==> src/rtl/spec_load_pkg.sv <==
package spec_load_pkg;

  typedef enum logic [1:0] {
    SZ_1B = 2'd0,
    SZ_2B = 2'd1,
    SZ_4B = 2'd2,
    SZ_8B = 2'd3
  } acc_size_e;

  function automatic logic [3:0] span_bytes(input acc_size_e sz);
    return 4'd1 << sz;
  endfunction

endpackage

==> src/rtl/spec_range_cmp.sv <==
module spec_range_cmp
  import spec_load_pkg::*;
#(
  parameter int ADDR_W = 64
) (
  input  logic [ADDR_W-1:0] a_addr,
  input  acc_size_e         a_size,
  input  logic [ADDR_W-1:0] b_addr,
  input  acc_size_e         b_size,
  output logic              overlap
);
  localparam int EXT_W = ADDR_W + 1;

  logic [EXT_W-1:0] a_lo, a_hi, b_lo, b_hi;

  // one extra bit keeps the end of the range from wrapping to zero
  always_comb begin
    a_lo    = {1'b0, a_addr};
    b_lo    = {1'b0, b_addr};
    a_hi    = a_lo + EXT_W'(span_bytes(a_size));
    b_hi    = b_lo + EXT_W'(span_bytes(b_size));
    overlap = (a_lo < b_hi) && (b_lo < a_hi);
  end
endmodule

==> src/rtl/spec_victim_sel.sv <==
module spec_victim_sel #(
  parameter  int ENTRIES = 16,
  localparam int IDX_W   = $clog2(ENTRIES)
) (
  input  logic [ENTRIES-1:0] vld,
  input  logic [ENTRIES-1:0] tag_match,
  input  logic [IDX_W-1:0]   rr_ptr,
  output logic [IDX_W-1:0]   slot,
  output logic               matched,
  output logic               replace
);
  logic [IDX_W-1:0] free_idx, match_idx;
  logic             has_free;

  // scan from the top so the lowest index is kept last
  always_comb begin
    free_idx  = '0;
    match_idx = '0;
    has_free  = 1'b0;
    for (int i = ENTRIES - 1; i >= 0; i--) begin
      if (!vld[i]) begin
        has_free = 1'b1;
        free_idx = IDX_W'(i);
      end
      if (tag_match[i]) match_idx = IDX_W'(i);
    end
    matched = |tag_match;
    replace = !matched && !has_free;
    if (matched)       slot = match_idx;
    else if (has_free) slot = free_idx;
    else               slot = rr_ptr;
  end
endmodule

==> src/rtl/spec_load_table.sv <==
module spec_load_table
  import spec_load_pkg::*;
#(
  parameter int ENTRIES = 16,
  parameter int TAG_W   = 7,
  parameter int ADDR_W  = 64
) (
  input  logic              clk,
  input  logic              rst_n,
  input  logic              clear_all,
  input  logic              ins_valid,
  output logic              ins_ready,
  input  logic [TAG_W-1:0]  ins_tag,
  input  logic [ADDR_W-1:0] ins_addr,
  input  logic [1:0]        ins_size,
  input  logic              ins_fault,
  input  logic              st_valid,
  input  logic [ADDR_W-1:0] st_addr,
  input  logic [1:0]        st_size,
  input  logic              chk_valid,
  input  logic [TAG_W-1:0]  chk_tag,
  input  logic              chk_clear,
  output logic              chk_hit
);
  localparam int IDX_W = $clog2(ENTRIES);
  localparam logic [IDX_W-1:0] LAST_IDX = IDX_W'(ENTRIES - 1);

  logic [ENTRIES-1:0] vld_q;
  logic [TAG_W-1:0]   tag_q  [ENTRIES];
  logic [ADDR_W-1:0]  addr_q [ENTRIES];
  acc_size_e          size_q [ENTRIES];
  logic [IDX_W-1:0]   rr_q;

  logic [ENTRIES-1:0] ins_match, chk_match, st_hit;
  logic               ins_go, ins_clash;
  logic               vic_matched, vic_replace;
  logic [IDX_W-1:0]   vic_slot;

  assign ins_ready = !clear_all;
  assign ins_go    = ins_valid && ins_ready;
  assign chk_hit   = chk_valid && (|chk_match);

  for (genvar g = 0; g < ENTRIES; g++) begin : g_ent
    assign ins_match[g] = vld_q[g] && (tag_q[g] == ins_tag);
    assign chk_match[g] = vld_q[g] && (tag_q[g] == chk_tag);

    spec_range_cmp #(.ADDR_W(ADDR_W)) u_snoop (
      .a_addr  (addr_q[g]),
      .a_size  (size_q[g]),
      .b_addr  (st_addr),
      .b_size  (acc_size_e'(st_size)),
      .overlap (st_hit[g])
    );
  end

  spec_range_cmp #(.ADDR_W(ADDR_W)) u_ins_vs_st (
    .a_addr  (ins_addr),
    .a_size  (acc_size_e'(ins_size)),
    .b_addr  (st_addr),
    .b_size  (acc_size_e'(st_size)),
    .overlap (ins_clash)
  );

  spec_victim_sel #(.ENTRIES(ENTRIES)) u_victim (
    .vld       (vld_q),
    .tag_match (ins_match),
    .rr_ptr    (rr_q),
    .slot      (vic_slot),
    .matched   (vic_matched),
    .replace   (vic_replace)
  );

  // valid bits and replacement pointer; the insert is applied last and wins
  always_ff @(posedge clk or negedge rst_n) begin
    if (!rst_n) begin
      vld_q <= '0;
      rr_q  <= '0;
    end else if (clear_all) begin
      vld_q <= '0;
    end else begin
      for (int i = 0; i < ENTRIES; i++) begin
        if ((st_valid && st_hit[i]) || (chk_valid && chk_clear && chk_match[i]))
          vld_q[i] <= 1'b0;
      end
      if (ins_go) begin
        if (ins_fault) begin
          if (vic_matched) vld_q[vic_slot] <= 1'b0;
        end else begin
          vld_q[vic_slot] <= !(st_valid && ins_clash);
          if (vic_replace) rr_q <= (rr_q == LAST_IDX) ? '0 : rr_q + 1'b1;
        end
      end
    end
  end

  // entry payload needs no reset: it is never used while its valid bit is low
  always_ff @(posedge clk) begin
    if (ins_go && !ins_fault) begin
      tag_q[vic_slot]  <= ins_tag;
      addr_q[vic_slot] <= ins_addr;
      size_q[vic_slot] <= acc_size_e'(ins_size);
    end
  end
endmodule

==> config.mk <==
export PLATFORM = sky130hd
export DESIGN_NAME = spec_load_table
export DESIGN_NICKNAME = d
export VERILOG_FILES = /design/src/rtl/spec_load_pkg.sv /design/src/rtl/spec_range_cmp.sv /design/src/rtl/spec_victim_sel.sv /design/src/rtl/spec_load_table.sv
export SDC_FILE = /design/constraint.sdc
export NUM_CORES = 2
export LEC_CHECK = 0
export ABC_AREA = 1
export BUFFER_PORTS_ARGS = -buffer_cell sky130_fd_sc_hd__buf_2
export CAP_MARGIN = 20
export CORE_MARGIN = 2
export CORE_UTILIZATION = 31
export CTS_CLUSTER_SIZE = 14
export DETAILED_ROUTE_END_ITERATION = 7
export PLACE_DENSITY = 0.45
export SYNTH_ARGS = -nofsm -noshare
export SYNTH_HDL_FRONTEND = slang
export SYNTH_SLANG_ARGS = --single-unit
==> constraint.sdc <==
create_clock -name clk -period 12.6 [get_ports clk]
set_input_delay 1.89 -clock clk [delete_from_list [all_inputs] [get_ports clk]]
set_output_delay 1.89 -clock clk [all_outputs]
set_load 0.05 [all_outputs]
Word level (Yosys, flattened, before mapping) --
Memories as Yosys holds them, arrays and structs flattened. Cells that the tools add are included.
Storage, ports and cells: bits in registers 20, RAM bits 1168, input port bits 154, output and inout bits 2, logic and storage cells 319, memories 3
Cells by class: $add $sub $neg 19, magnitude comparators 36, eq/ne operators 33, shift-type cells 18, mux-type cells 92, bitwise operators 4, reductions and logical operators 112
Memories:
- addr_q | depth 16, width 64, rd ports 16, clocked after memory_dff 0, wr ports 1, line spec_load_table.sv:30 | logic [ADDR_W-1:0] addr_q [ENTRIES];
- tag_q | depth 16, width 7, rd ports 16, clocked after memory_dff 0, wr ports 1, line spec_load_table.sv:29 | logic [TAG_W-1:0] tag_q [ENTRIES];
- size_q | depth 16, width 2, rd ports 16, clocked after memory_dff 0, wr ports 1, line spec_load_table.sv:31 | acc_size_e size_q [ENTRIES];
Operators by type and width (number):
- $lt 64x65->1 | 34
- $add 64x4->65 | 18
- $eq 7x7->1 | 32
- $mux 4 | 35
- $logic_and 1x1->1 | 88
- $shl 1x2->4 const A | 18
- $mux 16 | 4
- $mux 1 | 51
- $reduce_or 16->1 | 2
- $and 16x16->16 | 1
- $bwmux 16 | 1
- $logic_or 1x1->1 | 16
- $not 16->16 | 1
- $logic_not 1->1 | 5
- $lt 4x5->1 const B | 1
- $add 4x1->4 const B | 1
- $demux 1 s4 | 1
- $eq 4x4->1 const B | 1
- $ge 4x1->1 const B | 1
- $reduce_and 4->1 | 1
- $not 1->1 | 2

Depth between registers and ports, before layout --
An unclocked memory read counts as a cell.
word-level depth 30, depth in mapped cells 36, depth with buffers taken out 36

Modules after synthesis --
A second synthesis with hierarchy kept.
Unflattened totals: cells, all modules 22857, area, all modules 162484.6 um^2
By module, submodules not included:
- spec_range_cmp (g_ent[14].u_snoop ...) | times used 9, cells each 1211, area an instance 7176.9 um^2, seq. area each 0.0 um^2
- spec_range_cmp (g_ent[0].u_snoop ...) | times used 6, cells each 1227, area an instance 7216.9 um^2, seq. area each 0.0 um^2
- spec_load_table | times used 1, cells each 2074, area an instance 39824.4 um^2, seq. area each 35574.1 um^2
- spec_range_cmp (g_ent[6].u_snoop) | times used 1, cells each 1228, area an instance 7247.0 um^2, seq. area each 0.0 um^2
- spec_range_cmp (u_ins_vs_st) | times used 1, cells each 1192, area an instance 7034.2 um^2, seq. area each 0.0 um^2
- spec_victim_sel | times used 1, cells each 102, area an instance 485.5 um^2, seq. area each 0.0 um^2

Worst setup path before layout --
Ideal clock, no wire load.
kind input port to flip-flop, start input ins_tag[2], end memory addr_q[9][0], enable pin, setup time 0.594 ns, arrival 8.671 ns, data required time 12.006 ns, setup slack 3.335 ns, stages 15, path buffers 2, cells stage by stage buf_2 buf_4 xor2_1 nor4_1 nand2_1 and2_1 nand2_1 nor2_1 nand2_1 inv_1 nand2_1 nand2_1 nor2_1 inv_1 nor3_1
On the way: cells in the longest elaborated chain, start to end 19, elaborated cells between the ends (all ways) 50, those cells by class eq/ne: 16; mux: 17; reduce/logical: 17
RTL lines:
- from (decl) | line spec_load_table.sv:13 | input logic [TAG_W-1:0] ins_tag,
- $eq 7x7->1 | line spec_load_table.sv:44 | assign ins_match[g] = vld_q[g] && (tag_q[g] == ins_tag);
- $logic_and 1x1->1 | line spec_load_table.sv:44
- $mux 4 (16 in a row) | line spec_victim_sel.sv:25 | if (tag_match[i]) match_idx = IDX_W'(i);
- $mux 4 (*) | line spec_victim_sel.sv:29 | if (matched) slot = match_idx;
- to (decl) | line spec_load_table.sv:30
Every way passes the cells marked *; elsewhere a longest branch is shown, timed or not.

Final worst setup path --
start input st_addr[1], end register vld_q[5]
On the way: cells in the longest elaborated chain, start to end 12, elaborated cells between the ends (all ways) 19, those cells by class add/sub: 1; order compare: 4; mux: 7; bitwise: 1; reduce/logical: 6
RTL lines:
- from (decl) | line spec_load_table.sv:18 | input logic [ADDR_W-1:0] st_addr,
- $add 64x4->65 | line spec_range_cmp.sv:21 | b_hi = b_lo + EXT_W'(span_bytes(b_size));
- $lt 64x65->1 | line spec_range_cmp.sv:22 | overlap = (a_lo < b_hi) && (b_lo < a_hi);
- $logic_and 1x1->1 | line spec_range_cmp.sv:22
- $logic_and 1x1->1 | line spec_load_table.sv:82 | if ((st_valid && st_hit[i]) || (chk_valid && chk_clear && chk_match[i]))
- $logic_or 1x1->1 | line spec_load_table.sv:82
- $mux 1 | line spec_load_table.sv:82
- $mux 1 | line spec_load_table.sv:78 | end else if (clear_all) begin
- $and 16x16->16 (no source line)
- $mux 16 | line spec_load_table.sv:87 | if (vic_matched) vld_q[vic_slot] <= 1'b0;
- $mux 16 | line spec_load_table.sv:86 | if (ins_fault) begin
- $mux 16 (*) | line spec_load_table.sv:85 | if (ins_go) begin
- $mux 16 (*) | line spec_load_table.sv:78
- to (signal, indexed assignment) | line spec_load_table.sv:89 | vld_q[vic_slot] <= !(st_valid && ins_clash);
- to (decl) | line spec_load_table.sv:28 | logic [ENTRIES-1:0] vld_q;
Every way passes the cells marked *; elsewhere a longest branch is shown, timed or not. The select of a mux whose other input is x is not followed. A chain may end at the register's enable or synchronous reset.

==> results_dict.tcl <==
set metrics [dict create \
    status "completed" \
    hpwl_mm 449 \
    fin_ws_ns 3.92 \
    final_area_um2 133000 \
    synth-seq-cells 1188 \
    pre_cts_ws_ns 3.07 \
    cts_hold_buffers 0 \
    final_core_util_pct 35.2 \
    port_buffers 155 \
    crit_fanout 17 \
    clockPowerShare_pct 45.3 \
    insertion_delay_ns 0.93 \
    setup_viol 0 \
    synth_edf_count 1168 \
    grt_overflow 0 \
    synth_cell_types 74 \
    die_h_um 620 \
    cts_buffers 170 \
    cts_resized 0 \
    rsz0062_at_grt "false" \
    hold_path_class "flip-flop to flip-flop" \
    synth_area_um2 117000 \
    via_per_inst 5.53 \
    placed_area_um2 127000 \
    p_comb_share_pct 15.4 \
    p_sw_uw 3340 \
    seq_area_frac_synth_pct 30.3 \
    min_period_ns 8.68 \
    fmax_mhz 115 \
    skew_ns 0.0536 \
    syn_inst 13900 \
    drt-initial-drc-count 10800 \
    place.gp.congestion 1.00 \
    grt_max_degree 64 \
    via_count 109000 \
    ff_latch_area_um2 35600 \
    cp.arrival_ns 9.42 \
    synth_top_family_by_area "adder cells" \
    multi_input_area_um2 76600 \
    die_w_um 620 \
    wl_per_cell_um 28.9 \
    core_area_um2 378000 \
    power_density_nw_per_um2 83.5 \
    tns_ns 0 \
    areaGrowthSynthToFinish_pct 13.3 \
    vdd_drop_max_mv 0.0963 \
    seq_power_share_pct 39.3 \
    cts_num_sinks 1188 \
    drive_gt1_share_pct 6.79 \
    ios 156 \
    finalHoldViolations 0 \
    p_leak_uw 0.0551 \
    synth_compound_area_share_pct 9.45 \
    critPathLaunchType "input pin" \
    drc 0 \
    p_int_uw 7760 \
    yosysMostFrequentCell "nand2_1" \
    synthTopCellsByCount "nand2_1, ha_1, inv_1" \
    cap_violations 0 \
    synth-xor-area-share_pct 8.25 \
    dr.pass1.iters 6 \
    cts_max_level 4 \
    synth-simple-area-share_pct 22.9 \
    max-clock-path-buffers 4 \
    grt_pass1_wl_mm 778 \
    nets 16800 \
    whs_ns 0.522 \
    crit_path_end_kind "flip-flop" \
    post_cts_buffers 0 \
    synthAdderAreaFrac_pct 23.9 \
    cp.required_ns 13.34 \
    critPathSlowestCell "nor2_1" \
    cpPeakStageDelay_ns 0.65 \
    cts_tree "yes" \
    gr-usage-all-layers_pct 28.8 \
    routed_wl_mm 567 \
    muxShareOfSynthArea_pct 0 \
    antenna_left 0 \
    netlist_top_cells_area "edfxtp_1, ha_1, nand2_1" \
    nFillCells 39500 \
    grt_pass1_vias 106000 \
    synthArstFlopShare_pct 1.68 \
    rows 226 \
    yosysWarnings 0 \
    dieArea_um2 384000 \
    p_sw_share_pct 30.1 \
    report.final.slew_viol_count 0 \
    tightest_slew_ns 1.22 \
    initial_core_util_pct 31.1 \
    slew-limit-headroom_pct 18.1 \
    ys.flop_type "edfxtp_1" \
    timing.final.crit_share_pct 68.9 \
    cts.clk_slew.worst_paths_ns 0.05 \
    yosysTopAreaCell "edfxtp_1" \
    syn_nets 16300 \
    synth_top_area_share_pct 29.9 \
    critPathKind "input pin to flip-flop" \
    syn_area_per_cell_um2 8.46 \
    antenna_found_initial 82 \
    root_buffer "clkbuf_16" \
]
[cell families after synthesis]
group,after synthesis
xor gates and xnor gates,1106
adders and majority gates,2233
DFF,1188
and+or+nand+nor,5797
AOI/OAI and AO/OA,1936
buffers and inverters,1618
[flip-flops by register name, summed over array words and instances, names as in the netlist]
| signal | count |
|---|---|
| addr_q | 1024 |
| tag_q | 112 |
| size_q | 32 |
| vld_q | 16 |
| rr_q | 4 |
[placed cells by master, fill, tap and decap left out, drive strengths merged, types with 33 or more instances in the layout]
cell type,instances
clkinv,72
nand2,2314
buf,456
inv,1576
nor4,397
nand3,627
o21ai,353
a21o,33
ha,2215
xor2,851
a21oi,1063
o21a,66
nor3,665
o211ai,79
edfxtp,1168
nand4,520
a211oi,109
o221ai,65
a31oi,42
diode,36
clkbuf,202
nor2,1124
xnor2,255
[power by group through the flow]
stage / Clock [uW] / Sequential [uW] / Combinational, uW
finish: 5030 / 4360 / 1710
global route: 5250 / 4360 / 1860
CTS: 5120 / 4360 / 1690
detailed placement: 0 / 4440 / 1680
global placement: 0 / 4440 / 1670
floorplan: 0 / 4440 / 785
[worst max-delay path: cells and delay by family]
family                   cells  cell delay (ns)
buffers and inverters        5             1.28
AND/OR/NAND/NOR             16             4.33
AO/OA/AOI/OAI                5             0.81
XOR/XNOR                     1             0.21
adder cells (fa/ha/maj)      2             0.85
[cell type report]
class | instances | area share [%]
Antenna cell | 36 | 0.0677
Clock buffer | 202 | 3.36
Clock inverter | 103 | 0.850
Inverter | 1571 | 4.43
Multi-Input combinational cell | 11100 | 57.5
Sequential cell | 1188 | 26.7
Tap cell | 5016 | 4.72
Timing Repair Buffer | 456 | 2.29
[worst paths after layout]
path / start / to / slack (ns) / cells past startpoint
setup / recovery: st_addr[1] / vld_q[5]$_DFF_PN0_ / 3.92 / 29
hold / removal: rr_q[1]$_DFFE_PN0P_ / rr_q[1]$_DFFE_PN0P_ / 0.52 / 2
setup reg to reg: size_q[4][1]$_DFFE_PP_ / vld_q[4]$_DFF_PN0_ / 4.58 / 30
hold reg to reg: rr_q[1]$_DFFE_PN0P_ / rr_q[1]$_DFFE_PN0P_ / 0.52 / 2
max in group asynchronous: rst_n / vld_q[11]$_DFF_PN0_ / 11.07 / 1
min in group asynchronous: rst_n / vld_q[13]$_DFF_PN0_ / 1.05 / 1
[per-stage QoR]
stage	total power, uW	cells
floorplan	5230	13900
global placement	6110	19300
detailed placement	6120	19300
CTS	11200	19600
global route	11500	19600
finish	11100	19600
[per-layer routing]
layer  track usage, %  vias up  part of all wire [%]
li1                 -    50900                     -
met1             36.8    52300                    41
met2             46.9     4300                    45
met3             3.36     1073                   7.2
met4             16.5        4                   6.7
met5                0        -                0.0035
Power figures use the tool's default switching activity.
